`config.mk`:
```
export PLATFORM = sky130hd
export DESIGN_NAME = flyby_dma
export DESIGN_NICKNAME = d
export VERILOG_FILES = /design/src/rtl/flyby_dma_pkg.sv /design/src/rtl/dma_rst_sync.sv /design/src/rtl/dma_trig_mux.sv /design/src/rtl/dma_chan.sv /design/src/rtl/dma_arb.sv /design/src/rtl/flyby_dma.sv
export SDC_FILE = /design/constraint.sdc
export NUM_CORES = 1
export LEC_CHECK = 0
export CAP_MARGIN = 10
export CELL_PAD_IN_SITES_DETAIL_PLACEMENT = 1
export CELL_PAD_IN_SITES_GLOBAL_PLACEMENT = 1
export CORE_MARGIN = 2
export CORE_UTILIZATION = 42
export CTS_CLUSTER_DIAMETER = 100
export DETAILED_ROUTE_END_ITERATION = 10
export HOLD_SLACK_MARGIN = 0.06
export PLACE_DENSITY = 0.92
export SYNTH_ARGS = -nofsm -noshare
export SYNTH_HDL_FRONTEND = slang
export SYNTH_HIERARCHICAL = 1
export SYNTH_SLANG_ARGS = --single-unit
```
`constraint.sdc`:
```
create_clock -name clk -period 4 [get_ports clk]
set_clock_uncertainty 0.15 [all_clocks]
set_input_delay 0.8 -clock clk [delete_from_list [all_inputs] [get_ports clk]]
set_output_delay 0.8 -clock clk [all_outputs]
set_load 0.1 [all_outputs]
```
`src/rtl/flyby_dma_pkg.sv`:
```
package flyby_dma_pkg;
  localparam int NUM_CH    = 2;
  localparam int FLD_CTRL  = 0;
  localparam int FLD_DEST  = 1;
  localparam int FLD_CNT   = 2;
  localparam int FLD_PER_CH = 3;
  localparam logic [2:0] OFF_SRCSEL = 3'd6;

  localparam int CTL_RUN  = 0;
  localparam int CTL_HWEN = 1;
  localparam int CTL_SWTR = 2;

  function automatic logic [2:0] reg_off(input int ch, input int fld);
    return 3'(ch * FLD_PER_CH + fld);
  endfunction
endpackage

```
`src/rtl/dma_rst_sync.sv`:
```
module dma_rst_sync (
  input  logic clk,
  input  logic rst_n,
  output logic rst_s_n
);
  logic [1:0] stage_q;

  always_ff @(posedge clk or negedge rst_n) begin
    if (!rst_n) stage_q <= 2'b00;
    else        stage_q <= {stage_q[0], 1'b1};
  end

  assign rst_s_n = stage_q[1];
endmodule

```
`src/rtl/dma_trig_mux.sv`:
```
module dma_trig_mux #(
  parameter int NSRC = 4,
  parameter int DW   = 32,
  localparam int SEL_W = (NSRC > 1) ? $clog2(NSRC) : 1
) (
  input  logic             clk,
  input  logic             rst_n,
  input  logic             sel_wr,
  input  logic [DW-1:0]    wdata,
  input  logic [NSRC-1:0]  req_in,
  output logic [SEL_W-1:0] sel,
  output logic             req_out
);
  logic [SEL_W-1:0] sel_q, sel_n;

  always_comb begin
    sel_n = sel_q;
    if (sel_wr) sel_n = wdata[SEL_W-1:0];
  end

  always_ff @(posedge clk or negedge rst_n) begin
    if (!rst_n)      sel_q <= '0;
    else if (sel_wr) sel_q <= sel_n;
  end

  assign sel     = sel_q;
  assign req_out = req_in[sel_q];
endmodule

```
`src/rtl/dma_chan.sv`:
```
module dma_chan
  import flyby_dma_pkg::*;
#(
  parameter int ADDR_W = 16,
  parameter int CNT_W  = 16,
  parameter int DW     = 32
) (
  input  logic              clk,
  input  logic              rst_n,
  input  logic              wr_ctrl,
  input  logic              wr_dest,
  input  logic              wr_cnt,
  input  logic [DW-1:0]     wdata,
  input  logic              hw_req,
  input  logic              grant,
  output logic              run,
  output logic              hw_en,
  output logic [ADDR_W-1:0] dest,
  output logic [CNT_W-1:0]  count,
  output logic              pend,
  output logic              done
);
  logic              run_q, run_n;
  logic              hwen_q, hwen_n;
  logic              sw_q, sw_n;
  logic              done_q, done_n;
  logic [ADDR_W-1:0] dest_q, dest_n;
  logic [CNT_W-1:0]  cnt_q, cnt_n;
  logic              cnt_nz;
  logic              upd_en;

  assign cnt_nz = (cnt_q != '0);

  always_comb begin
    run_n  = run_q;
    hwen_n = hwen_q;
    sw_n   = sw_q;
    dest_n = dest_q;
    cnt_n  = cnt_q;
    done_n = 1'b0;
    if (wr_ctrl) begin
      run_n  = wdata[CTL_RUN];
      hwen_n = wdata[CTL_HWEN];
      if (wdata[CTL_SWTR] && run_q && !hwen_q && cnt_nz) sw_n = 1'b1;
    end
    if (wr_dest && !run_q) dest_n = wdata[ADDR_W-1:0];
    if (wr_cnt  && !run_q) cnt_n  = wdata[CNT_W-1:0];
    if (grant) begin
      dest_n = dest_q + ADDR_W'(1);
      cnt_n  = cnt_q - CNT_W'(1);
      sw_n   = 1'b0;
      if (cnt_q == CNT_W'(1)) begin
        run_n  = 1'b0;
        done_n = 1'b1;
      end
    end
    if (!run_n) sw_n = 1'b0;
  end

  assign upd_en = wr_ctrl | wr_dest | wr_cnt | grant;

  always_ff @(posedge clk or negedge rst_n) begin
    if (!rst_n) begin
      run_q  <= 1'b0;
      hwen_q <= 1'b0;
      sw_q   <= 1'b0;
      dest_q <= '0;
      cnt_q  <= '0;
    end else if (upd_en) begin
      run_q  <= run_n;
      hwen_q <= hwen_n;
      sw_q   <= sw_n;
      dest_q <= dest_n;
      cnt_q  <= cnt_n;
    end
  end

  always_ff @(posedge clk or negedge rst_n) begin
    if (!rst_n) done_q <= 1'b0;
    else        done_q <= done_n;
  end

  assign pend  = run_q && cnt_nz && ((hwen_q && hw_req) || sw_q);
  assign run   = run_q;
  assign hw_en = hwen_q;
  assign dest  = dest_q;
  assign count = cnt_q;
  assign done  = done_q;
endmodule

```
`src/rtl/dma_arb.sv`:
```
module dma_arb #(
  parameter int NCH = 2
) (
  input  logic [NCH-1:0] pend,
  output logic [NCH-1:0] grant
);
  logic [NCH:0] taken;

  assign taken[0] = 1'b0;
  for (genvar i = 0; i < NCH; i++) begin : g_prio
    assign grant[i]   = pend[i] && !taken[i];
    assign taken[i+1] = taken[i] || pend[i];
  end
endmodule

```
`src/rtl/flyby_dma.sv`:
```
module flyby_dma
  import flyby_dma_pkg::*;
#(
  parameter int ADDR_W = 16,
  parameter int CNT_W  = 16,
  parameter int DW     = 32,
  parameter int NSRC   = 4
) (
  input  logic              clk,
  input  logic              rst_n,
  input  logic              reg_wr,
  input  logic [2:0]        reg_waddr,
  input  logic [DW-1:0]     reg_wdata,
  input  logic [2:0]        reg_raddr,
  output logic [DW-1:0]     reg_rdata,
  input  logic [NSRC-1:0]   ch1_dreq,
  input  logic              ch2_dreq,
  output logic              ch1_dack,
  output logic              ch2_dack,
  output logic [ADDR_W-1:0] mem_addr,
  output logic              mem_we,
  output logic              ch1_done,
  output logic              ch2_done
);
  localparam int SEL_W = (NSRC > 1) ? $clog2(NSRC) : 1;

  logic                           rst_s_n;
  logic [SEL_W-1:0]               src_sel;
  logic                           ch1_req_sel;
  logic [NUM_CH-1:0]              hw_req_v;
  logic [NUM_CH-1:0]              run_v, hwen_v, pend_v, grant_v, done_v;
  logic [NUM_CH-1:0][ADDR_W-1:0]  dest_v;
  logic [NUM_CH-1:0][CNT_W-1:0]   cnt_v;

  logic [NUM_CH-1:0] dack_q, dack_n;
  logic              we_q, we_n;
  logic [ADDR_W-1:0] maddr_q, maddr_n;

  dma_rst_sync u_rst (
    .clk     (clk),
    .rst_n   (rst_n),
    .rst_s_n (rst_s_n)
  );

  dma_trig_mux #(.NSRC(NSRC), .DW(DW)) u_mux (
    .clk     (clk),
    .rst_n   (rst_s_n),
    .sel_wr  (reg_wr && (reg_waddr == OFF_SRCSEL)),
    .wdata   (reg_wdata),
    .req_in  (ch1_dreq),
    .sel     (src_sel),
    .req_out (ch1_req_sel)
  );

  assign hw_req_v = {ch2_dreq, ch1_req_sel};

  for (genvar c = 0; c < NUM_CH; c++) begin : g_ch
    dma_chan #(.ADDR_W(ADDR_W), .CNT_W(CNT_W), .DW(DW)) u_chan (
      .clk     (clk),
      .rst_n   (rst_s_n),
      .wr_ctrl (reg_wr && (reg_waddr == reg_off(c, FLD_CTRL))),
      .wr_dest (reg_wr && (reg_waddr == reg_off(c, FLD_DEST))),
      .wr_cnt  (reg_wr && (reg_waddr == reg_off(c, FLD_CNT))),
      .wdata   (reg_wdata),
      .hw_req  (hw_req_v[c]),
      .grant   (grant_v[c]),
      .run     (run_v[c]),
      .hw_en   (hwen_v[c]),
      .dest    (dest_v[c]),
      .count   (cnt_v[c]),
      .pend    (pend_v[c]),
      .done    (done_v[c])
    );
  end

  dma_arb #(.NCH(NUM_CH)) u_arb (
    .pend  (pend_v),
    .grant (grant_v)
  );

  always_comb begin
    dack_n  = grant_v;
    we_n    = |grant_v;
    maddr_n = maddr_q;
    for (int c = NUM_CH - 1; c >= 0; c--) begin
      if (grant_v[c]) maddr_n = dest_v[c];
    end
  end

  always_ff @(posedge clk or negedge rst_s_n) begin
    if (!rst_s_n) begin
      dack_q  <= '0;
      we_q    <= 1'b0;
      maddr_q <= '0;
    end else begin
      dack_q <= dack_n;
      we_q   <= we_n;
      if (we_n) maddr_q <= maddr_n;
    end
  end

  always_comb begin
    reg_rdata = '0;
    for (int c = 0; c < NUM_CH; c++) begin
      if (reg_raddr == reg_off(c, FLD_CTRL)) reg_rdata[1:0] = {hwen_v[c], run_v[c]};
      if (reg_raddr == reg_off(c, FLD_DEST)) reg_rdata[ADDR_W-1:0] = dest_v[c];
      if (reg_raddr == reg_off(c, FLD_CNT))  reg_rdata[CNT_W-1:0]  = cnt_v[c];
    end
    if (reg_raddr == OFF_SRCSEL) reg_rdata[SEL_W-1:0] = src_sel;
  end

  assign ch1_dack = dack_q[0];
  assign ch2_dack = dack_q[1];
  assign mem_we   = we_q;
  assign mem_addr = maddr_q;
  assign ch1_done = done_v[0];
  assign ch2_done = done_v[1];
endmodule

```
# After elaboration in Yosys (flattened, before gate mapping)
# Index checks and enable logic that the tools add are counted.
[totals] regBits=95 latch_bits=0 ram_bits=0 rom_bits=0 input_bits=46 wordCells=133 mem_count=0
[op_classes] addsub=4 n_mul=0 n_div=0 n_lt_le_gt_ge=1 n_eq_ne=18 shift=0 n_mux=37 bitwise_logic=6 n_reduce_logical=50
[ops] cell="two-way mux 16 bit" n=14
[ops] cell="adder 16 x 1 -> 16 bit, second input constant" n=2
[ops] cell="equality test 16 x 1 -> 1 bit, second input constant" n=2
[ops] cell="nonzero test 16 bit" n=2
[ops] cell="subtractor 16 x 1 -> 16 bit, second input constant" n=2
[ops] cell="logical AND 1 bit" n=24
[ops] cell="two-way mux 1 bit" n=19
[ops] cell="equality test 3 bit, second input constant" n=6
[ops] cell="AND reduction 2 bit" n=7
[ops] cell="equality test 3 x 2 -> 1 bit, second input constant" n=4
[ops] cell="nonzero test 2 bit" n=5
[ops] cell="equality test 3 x 1 -> 1 bit, second input constant" n=2
[ops] cell="logical NOT 3 bit" n=2
[ops] cell="two-way mux 2 bit" n=3
[ops] cell="!= test 3 x 1 -> 1 bit, second input constant" n=2
[ops] cell="!= test 3 x 2 -> 1 bit, second input constant" n=2
[ops] cell="bitwise OR 1 bit" n=6
[ops] cell="AND reduction 3 bit" n=2
[ops] cell="logical NOT 1 bit" n=5
[ops] cell="< comparator 2 x 3 -> 1 bit, second input constant" n=1
[ops] cell="binary-select mux 1 bit (select 2 bit)" n=1
[ops] cell="logical OR 1 bit" n=2
[ops] cell="OR reduction 2 bit" n=1

# Logic depth before layout (Yosys ltp)
# Gate-level depths: netlist of the first run.
[depth] depth_word=10 ltp_mapped=12 mapped_depth_nobuf=11

# Cells and area by module
# Netlist of the first run, hierarchy kept.
[by_module_without_submodules] module="dma_chan" n_inst=2 cells_each=243 area_each_um2=2269.7 seq_area_each_um2=900.9
[by_module_without_submodules] module="flyby_dma" n_inst=1 cells_each=177 area_each_um2=1614.0 seq_area_each_um2=475.5
[by_module_without_submodules] module="dma_trig_mux" n_inst=1 cells_each=5 area_each_um2=95.1 seq_area_each_um2=50.0
[by_module_without_submodules] module="dma_rst_sync" n_inst=1 cells_each=3 area_each_um2=53.8 seq_area_each_um2=50.0
[by_module_without_submodules] module="dma_arb" n_inst=1 cells_each=2 area_each_um2=21.3 seq_area_each_um2=0.0

# Worst setup path after synthesis of the first run
# Ideal clock, no wire load.
[synth_timing] path_type="input -> output" start="input port reg_raddr[1]" end="output port reg_rdata[7]" t_arrival_ns=2.758 required_ns=3.050 slack_ns=0.292 stages=4 n_path_buf=1 path_cell_list="nor2b_2 > buf_6 > a22oi_1 > o22ai_1"
[synth_between] elab_chain_len=5
[synth_rtl] item="start: declaration" line_no="flyby_dma.sv:14" text="input logic [2:0] reg_raddr,"
[synth_rtl] item="equality test 3 x 1 -> 1 bit" line_no="flyby_dma.sv:106" text="if (reg_raddr == reg_off(c, FLD_DEST)) reg_rdata[ADDR_W-1:0] = dest_v[c];"
[synth_rtl] item="two-way mux 16 bit" line_no="flyby_dma.sv:106"
[synth_rtl] item="two-way mux 16 bit" line_no="flyby_dma.sv:107" text="if (reg_raddr == reg_off(c, FLD_CNT)) reg_rdata[CNT_W-1:0] = cnt_v[c];"
[synth_rtl] item="two-way mux 16 bit" line_no="flyby_dma.sv:106"
[synth_rtl] item="two-way mux 16 bit *" line_no="flyby_dma.sv:107"
[synth_rtl] item="end: declaration" line_no="flyby_dma.sv:15" text="output logic [DW-1:0] reg_rdata,"
# Mark *: on every way between the ends. The rest lies on a longest branch, timed or not.

# Worst setup path after layout of the first run
[layout_timing] start="register g_ch[1].u_chan.cnt_q[0]" end="register g_ch[1].u_chan.dest_q[4]"
[layout_between] elab_chain_len=6
[layout_rtl] item="start: declaration" line_no="dma_chan.sv:28" text="logic [CNT_W-1:0] cnt_q, cnt_n;"
[layout_rtl] item="start signal: assignment" line_no="dma_chan.sv:74" text="cnt_q <= cnt_n;"
[layout_rtl] item="nonzero test 16 bit *" line_no="dma_chan.sv:32" text="assign cnt_nz = (cnt_q != '0);"
[layout_rtl] item="logical AND 1 bit * (2 in series)" line_no="dma_chan.sv:83" text="assign pend = run_q && cnt_nz && ((hwen_q && hw_req) || sw_q);"
[layout_rtl] item="via pend_v[1]" line_no="flyby_dma.sv:31" text="logic [NUM_CH-1:0] run_v, hwen_v, pend_v, grant_v, done_v;"
[layout_rtl] item="logical AND 1 bit *" line_no="dma_arb.sv:11" text="assign grant[i] = pend[i] && !taken[i];"
[layout_rtl] item="via dack_n[1]" line_no="flyby_dma.sv:35" text="logic [NUM_CH-1:0] dack_q, dack_n;"
[layout_rtl] item="nonzero test 2 bit (no source line) or bitwise OR 1 bit (tied branches)"
[layout_rtl] item="AND reduction 2 bit (no source line)"
[layout_rtl] item="end signal: assignment" line_no="dma_chan.sv:73" text="dest_q <= dest_n;"
[layout_rtl] item="end: declaration" line_no="dma_chan.sv:27" text="logic [ADDR_W-1:0] dest_q, dest_n;"
# Mark *: on every way through the listed nets, which the timed path passes. The rest lies on a longest branch.
# A chain may end at the register's enable or synchronous reset.

==> results.yml, run 1 <==
floorplanning:
  die_w_um: 126.7
  die_h_um: 126.7
  initial_utilization_pct: 43.18
  fp.coreArea_um2: 14640
  floorplan.rows: 44
  die_area_um2: 16050
  io-pin-count: 99
critical_path:
  crit_arrival_ns: 3.70
  worst_ep_required_time_ns: 4.09
  worst_path_largest_cell_delay_ns: 0.93
  timing.critical_path.mode_cell: "sky130_fd_sc_hd__a21oi_1"
  critical_path_class: "register to register"
  path_cells: "inv_1, ha_1, nor3b_2, nand4_1, nand2_1, nor2_1, nor2b_4, a21oi_1, a21oi_1, o22a_1"
  crit_path_top_delay_cell: "sky130_fd_sc_hd__a21oi_1"
  cp-end-kind: "register"
  start_kind: "register"
  crit_fanout: 13
placed_design:
  placement.io_buffers: 66
  hpwlAfterDp_um: 15180
  routability_congestion_estimate: 0.8915
drt:
  met3_wirelength_um: 1064
  antenna_violating_nets_post_route: 0
  drt-total-wl_um: 21740
  vias_per_cell: 6.333
  drt_first_pass_iters: 5
  dr.first_iter.drc_count: 543
  route.vias.total: 5788
  met1_length_um: 8847
  drc: 0
  routed_wire_length_per_instance_um: 23.78
  detailroute.wirelength.met2_um: 11010
  topRoutingLayerUsed: "met4"
yosys:
  post_synth_num_cell_types: 54
  synthMostInstantiatedCell: "sky130_fd_sc_hd__dfrtp_1"
  synth-edff-count: 0
  syn_inst: 673
  cell_types_occupying_the_most_area_after_synthesis: "sky130_fd_sc_hd__dfrtp_1 38%, sky130_fd_sc_hd__mux2i_1 7.3%, sky130_fd_sc_hd__mux2_1 3.9%"
  synth.ff_latch_count: 95
  synth.top_cells.by_count: "95 x sky130_fd_sc_hd__dfrtp_1, 59 x sky130_fd_sc_hd__nand2_1, 46 x sky130_fd_sc_hd__mux2i_1"
  mappedNetlistArea_um2: 6324
  synth_area_leader_cell: "sky130_fd_sc_hd__dfrtp_1"
  yosysSeqAreaShare_pct: 37.59
  yosysWarningCount: 6
  synth.avg_cell_area_um2: 9.396
  synth_largest_type_area_fraction_pct: 37.59
  synth_async_sr_flop_share_pct: 100.0
  dominantRegCellSynth: "sky130_fd_sc_hd__dfrtp_1"
clocking:
  ctsRootBufferMaster: "sky130_fd_sc_hd__clkbuf_16"
  tritoncts: "done"
  hold_buffers: 0
  clk_transition_reported_paths_ns: 0.07
  worstSkewPairLatency_ns: 0.36
  tritoncts_num_sinks: 95
  cts_htree_levels: 3
  cts.repair.resized: 0
  cts_made_buffers: 9
  ctsLongestPathBuffers: 2
  post_cts_buffers: 0
pwr:
  ir_worst_vdd_uv: 371.2
  cellPowerDensity_nw_per_um2: 822.2
  power.leakage_nw: 2.963
  fin_total_pwr_w: 0.006203
global_route:
  grt_antenna_before_repair: 0
  vias_in_the_first_global_route: 6068
  grt_max_degree: 67
  grt_first_pass_wirelength_um: 33750
  grt.overflow.total: 0
  grt_use_total_pct: 27.01
outcome:
  outcome: "complete, no violations"
job:
  drv.max_cap_violation_count: 0
finish:
  layout-drive-gt1-share_pct: 12.33
  nets: 777
  diodes: 0
  syn_to_final_growth_pct: 19.29
  layout.core_utilization_pct: 51.51
timing:
  hold_viol: 0
  final_period_minus_worst_setup_slack_ns: 3.609
  grt_setup_unrepaired: "no"
  timing.setup.tns_ns: 0
  tightestPinTransition_ns: 1.213
  fmax_ghz: 0.2771
  slew_viol_final: 0
  finalSetupViolCount: 0
  slew-limit-headroom_pct: 19.16
  final_min_period_over_clock_period_pct: 90.23
  final.hold.worst_slack_ns: 0.2017
worst_hold_path:
  worstHoldPathType: "register to register"
## flip-flops by register name (all words and copies together) (netlist names)
signal,flops
dack_q,2
g_ch.u_chan/count,32
g_ch.u_chan/dest,32
g_ch.u_chan/done,2
g_ch.u_chan/hw_en,2
g_ch.u_chan/run,2
g_ch.u_chan/sw_q,2
mem_addr,16
mem_we,1
u_mux/sel,2
u_rst/stage_q,2
## per-layer routing
metal / vias up / global-route usage (%)
li1: 2517 / -
met1: 2990 / 33.64
met2: 213 / 46.45
met3: 68 / 3.796
met4: 0 / 12.80
met5: - / 0
## stage by stage
step	setup WS (ns)	cell area, um^2	instances
final	0.3907	7543	914
after global placement	0.5899	7212	898
after floorplan	0.2922	6380	688
after CTS	0.4419	7543	914
after detailed placement	0.4767	7212	898
after global routing	0.1854	7543	914
## final cells by class
cell class              count  area [um^2]
multi-input cells         520         3600
flip-flops and latches     95         2381
fillers                  1658         7101
repair buffers             81        933.4
well taps                 184        230.2
clock buffers              11        252.7
inverters                  18        67.56
clock inverters             5        78.83
## critical path, delay by kind of cell, from the launching register on
kind	cells	cell delay, ns
AOI/OAI and AO/OA	3	1.31
and+or+nand+nor	5	1.22
DFF	1	0.50
adders and majority gates	1	0.19
buffers and inverters	1	0.12
## cell families after synthesis
kind of cell             share of synthesized area, %
adder cells (fa/ha/maj)                         1.187
other                                          0.1188
flip-flops                                      37.59
AO/OA/AOI/OAI                                   16.54
multiplexers                                    12.98
buffers and inverters                           6.490
XOR/XNOR                                        5.817
AND/OR/NAND/NOR                                 19.27
## layout by cell type (no fill, tap or decap), types with 6 or more instances in the layout
cell type                         instances
sky130_fd_sc_hd__buf_12                  16
sky130_fd_sc_hd__nand3_1                 20
sky130_fd_sc_hd__nand2_1                 59
sky130_fd_sc_hd__nor3_1                  16
sky130_fd_sc_hd__xor2_1                  20
sky130_fd_sc_hd__o21ai_1                 34
sky130_fd_sc_hd__mux2_2                   8
sky130_fd_sc_hd__nor2_1                  44
sky130_fd_sc_hd__nor4_2                  10
sky130_fd_sc_hd__mux2_1                  22
sky130_fd_sc_hd__nand4_1                 14
sky130_fd_sc_hd__clkbuf_16                9
sky130_fd_sc_hd__a22oi_2                  6
sky130_fd_sc_hd__a21oi_1                 36
sky130_fd_sc_hd__buf_4                   15
sky130_fd_sc_hd__o22ai_1                 22
sky130_fd_sc_hd__ha_1                     6
sky130_fd_sc_hd__dfrtp_1                 94
sky130_fd_sc_hd__nand2b_1                12
sky130_fd_sc_hd__o21ai_0                 24
sky130_fd_sc_hd__mux2i_1                 46
sky130_fd_sc_hd__a22oi_1                 18
sky130_fd_sc_hd__clkdlybuf4s50_1         50
sky130_fd_sc_hd__xnor2_1                 22
sky130_fd_sc_hd__inv_1                   18
sky130_fd_sc_hd__conb_1                  17
## path summary, 6_finish.rpt
check / endpoint / slack, ns / depth (start not counted) / start
max: g_ch[1].u_chan/dest[4] / 0.39 / 10 / g_ch[1].u_chan/count[0]
min: u_rst/stage_q[1] / 0.20 / 0 / u_rst/stage_q[0]
max reg2reg: g_ch[1].u_chan/dest[4] / 0.39 / 10 / g_ch[1].u_chan/count[0]
min reg2reg: u_rst/stage_q[1] / 0.20 / 0 / u_rst/stage_q[0]
max in group asynchronous: g_ch[0].u_chan/dest[3] / 2.49 / 1 / u_rst/stage_q[1]
min in group asynchronous: dack_q[0] / 0.30 / 0 / u_rst/stage_q[1]
## power by group
| part | switching, W | internal (W) | total [W] |
|---|---|---|---|
| combinational | 0.00203 | 0.00104 | 0.00308 |
| clock | 0.000396 | 0.000583 | 0.000979 |
| sequential | 0.000787 | 0.00136 | 0.00215 |
(Power assumes the default switching activity.)
==> run 2, diff against run 1 <==
--- a/config.mk
+++ b/config.mk
@@ -9,12 +9,11 @@
 export CELL_PAD_IN_SITES_DETAIL_PLACEMENT = 1
 export CELL_PAD_IN_SITES_GLOBAL_PLACEMENT = 1
 export CORE_MARGIN = 2
-export CORE_UTILIZATION = 42
+export CORE_UTILIZATION = 40
 export CTS_CLUSTER_DIAMETER = 100
 export DETAILED_ROUTE_END_ITERATION = 10
 export HOLD_SLACK_MARGIN = 0.06
 export PLACE_DENSITY = 0.92
 export SYNTH_ARGS = -nofsm -noshare
 export SYNTH_HDL_FRONTEND = slang
-export SYNTH_HIERARCHICAL = 1
 export SYNTH_SLANG_ARGS = --single-unit
==> run 2 against run 1 <==
  * Non-clock buffer count up 10
  * Synthesized area shrank 7.9%
  * Sequential share of layout area increased by 1.8 points
  * Worst hold slack hardly changed
  * Global-route usage grew 1.4 points
  * Synthesized cell count increased by 4.8%
  * First-iteration DRC count increased by 25%
  * Setup slack worse by 0.16 ns
  * Final area down 5.3%
  * Critical endpoint is now reg_rdata[8]
==> results.yml, run 2 <==
worst_hold_path:
  timing.hold.worst_endpoint: "u_rst.stage_q[1]"
  worstHoldPathType: "register to register"
  hold_depth: 0
  hold_path.startpoint: "u_rst.stage_q[0]"
floorplanning:
  die_w_um: 124.7
  floorplan.rows: 44
  initial_utilization_pct: 40.54
  die_h_um: 124.7
  fp.coreArea_um2: 14370
  die_area_um2: 15550
  io-pin-count: 99
yosys:
  synth_largest_type_area_fraction_pct: 40.81
  mappedNetlistArea_um2: 5826
  syn_inst: 705
  yosysSeqAreaShare_pct: 40.81
  synthMostInstantiatedCell: "sky130_fd_sc_hd__dfrtp_1"
  post_synth_num_cell_types: 59
  dominantRegCellSynth: "sky130_fd_sc_hd__dfrtp_1"
  synth.top_cells.by_count: "95 x sky130_fd_sc_hd__dfrtp_1, 90 x sky130_fd_sc_hd__nand2_1, 66 x sky130_fd_sc_hd__o21ai_0"
  synth_async_sr_flop_share_pct: 100.0
  cell_types_occupying_the_most_area_after_synthesis: "sky130_fd_sc_hd__dfrtp_1 41%, sky130_fd_sc_hd__nand2_1 5.8%, sky130_fd_sc_hd__o21ai_0 5.7%"
  synth-edff-count: 0
  synth.avg_cell_area_um2: 8.263
  synth_area_leader_cell: "sky130_fd_sc_hd__dfrtp_1"
  yosysWarningCount: 0
  synth.ff_latch_count: 95
timing:
  tightestPinTransition_ns: 0.9884
  hold_viol: 0
  fmax_ghz: 0.2655
  slew-limit-headroom_pct: 33.90
  finalSetupViolCount: 0
  timing.setup.tns_ns: 0
  grt_setup_unrepaired: "no"
  final.hold.worst_slack_ns: 0.2022
  final_min_period_over_clock_period_pct: 94.16
  final_period_minus_worst_setup_slack_ns: 3.766
  slew_viol_final: 0
drt:
  drt_first_pass_iters: 5
  drt-total-wl_um: 21770
  drc: 0
  dr.first_iter.drc_count: 678
  antenna_violating_nets_post_route: 0
  route.vias.total: 6047
  routed_wire_length_per_instance_um: 22.89
  vias_per_cell: 6.359
finish:
  nets: 814
  layout-drive-gt1-share_pct: 10.56
  layout_common_cells: "94 x sky130_fd_sc_hd__dfrtp_1, 90 x sky130_fd_sc_hd__nand2_1, 64 x sky130_fd_sc_hd__nor2_1"
  syn_to_final_growth_pct: 22.68
  diodes: 0
  final_common_cell: "sky130_fd_sc_hd__dfrtp_1"
  final.fill_count: 1673
  layoutNonFillerInstCount: 951
pwr:
  power.share.sequential_pct: 36.1
  power.net_switching_w: 0.002577
  power.leakage_nw: 2.941
  cellPowerDensity_nw_per_um2: 703.2
  ir_worst_vdd_uv: 365.4
  power.combinational.fraction_pct: 47.8
  power_frac_clock_pct: 16.1
  intPower_w: 0.002448
  switching_share_pct: 51.29
global_route:
  grt_max_degree: 72
  grt_first_pass_wirelength_um: 34560
  vias_in_the_first_global_route: 6170
  grt_antenna_before_repair: 0
  grt.overflow.total: 0
  grt_use_total_pct: 28.41
critical_path:
  cp-end-kind: "primary output"
  r2r_cells: 8
  start_kind: "primary input"
  reg2reg_to: "g_ch[0].u_chan.dest[15]"
  crit_arrival_ns: 2.82
  critical_path_class: "primary input to primary output"
  worst_ep_required_time_ns: 3.05
  crit_fanout: 24
  rrSetupSlack_ns: 0.38
  reg2reg_from: "g_ch[0].u_chan.count[4]"
clocking:
  cts_made_buffers: 9
  clk_transition_reported_paths_ns: 0.07
  ctsLongestPathBuffers: 2
  cts.repair.resized: 0
  tritoncts_num_sinks: 95
  hold_buffers: 0
  ctsRootBufferMaster: "sky130_fd_sc_hd__clkbuf_16"
  cts_htree_levels: 3
  worstSkewPairLatency_ns: 0.36
  tritoncts: "done"
  post_cts_buffers: 0
placed_design:
  dp_cells: 935
  placement.io_buffers: 66
  hpwlAfterDp_um: 15640
  routability_congestion_estimate: 0.9128
job:
  drv.max_cap_violation_count: 0
outcome:
  outcome: "complete, no violations"
[run 2: cell types whose count changed after synthesis, moves of 18 or more]
| cell | delta |
|---|---|
| sky130_fd_sc_hd__a21oi_1 | +21 |
| sky130_fd_sc_hd__mux2_1 | -22 |
| sky130_fd_sc_hd__mux2i_1 | -21 |
| sky130_fd_sc_hd__nand2_1 | +31 |
| sky130_fd_sc_hd__nand3_1 | +18 |
| sky130_fd_sc_hd__nor2_1 | +19 |
| sky130_fd_sc_hd__o21ai_0 | +42 |
| sky130_fd_sc_hd__o21ai_1 | -33 |
| sky130_fd_sc_hd__xnor2_1 | -21 |
[run 2: layout make-up]
class | instances | area, um^2 | area share, %
repair buffers | 91 | 1021 | 14.29
flip-flops and latches | 95 | 2381 | 33.32
well taps | 184 | 230.2 | 3.221
clock buffers | 10 | 229.0 | 3.204
clock inverters | 6 | 37.54 | 0.5252
multi-input cells | 544 | 3169 | 44.35
inverters | 21 | 78.83 | 1.103
[run 2: power by group through the flow]
stage	combinational, W	sequential (W)	clock [W]
after CTS	0.00239	0.00180	0.000813
after detailed placement	0.00238	0.00181	0
final	0.00240	0.00182	0.000810
after global placement	0.00229	0.00179	0
after global routing	0.00255	0.00186	0.000849
after floorplan	0.00118	0.00220	0
[run 2: cell families (layout without fill, tap and decap cells)]
group           Yosys count  in the layout  synth area share (%)
compound gates          208            208                 22.70
xor+xnor                  4              4                0.6015
fa+ha+maj                 6              6                 1.289
other cells               2             17                0.1289
simple gates            280            280                 22.66
flops                    95             95                 40.81
buf+inv                  81            128                 6.551
mux                      29             29                 5.262
[run 2: critical path, cell delays in order]
cell                              delay, ns
sky130_fd_sc_hd__clkdlybuf4s50_1       0.62
sky130_fd_sc_hd__buf_12                0.22
sky130_fd_sc_hd__a21oi_1               0.05
sky130_fd_sc_hd__nor3_1                0.39
sky130_fd_sc_hd__o21ai_0               0.23
sky130_fd_sc_hd__a21oi_2               0.28
sky130_fd_sc_hd__buf_12                0.21
[run 2: how the worst max path moves through the flow]
stage	end	depth (start not counted)	slack, ns	from
floorplan	reg_rdata[2]	5	0.004	reg_raddr[0]
global placement	reg_rdata[0]	8	0.36	reg_raddr[0]
detailed placement	reg_rdata[0]	8	0.30	reg_raddr[0]
CTS	reg_rdata[1]	8	0.29	reg_raddr[2]
global route	reg_rdata[0]	8	0.16	reg_raddr[0]
finish	reg_rdata[8]	7	0.23	reg_raddr[0]
[run 2: per-stage QoR]
step | cell area, um^2 | power [W] | utilization, % | worst slack [ns]
6_report | 7147 | 0.005025 | 49.74 | 0.2336
5_1_grt | 7147 | 0.005258 | 49.74 | 0.1555
4_1_cts | 7147 | 0.005004 | 49.74 | 0.2860
3_5_place_dp | 6880 | 0.004182 | 47.88 | 0.2994
3_3_place_gp | 6880 | 0.004082 | 47.88 | 0.3633
2_1_floorplan | 5922 | 0.003370 | - | 0.003702
[run 2: metal layers]
layer	up-vias	GRT usage [%]	wire (um)
met5	-	0	0
met4	0	14.41	986
met3	86	4.768	1416
met2	252	46.42	10560
met1	3046	36.34	8806
li1	2663	-	-
==> run 3, diff against run 2 <==
--- a/config.mk
+++ b/config.mk
@@ -5,12 +5,11 @@
 export SDC_FILE = /design/constraint.sdc
 export NUM_CORES = 1
 export LEC_CHECK = 0
-export CAP_MARGIN = 10
 export CELL_PAD_IN_SITES_DETAIL_PLACEMENT = 1
 export CELL_PAD_IN_SITES_GLOBAL_PLACEMENT = 1
 export CORE_MARGIN = 2
 export CORE_UTILIZATION = 40
-export CTS_CLUSTER_DIAMETER = 100
+export CTS_CLUSTER_DIAMETER = 40
 export DETAILED_ROUTE_END_ITERATION = 10
 export HOLD_SLACK_MARGIN = 0.06
 export PLACE_DENSITY = 0.92
==> results of run 3 <==
Same layout as run 2: the final DEF is identical, and so are final timing and power.
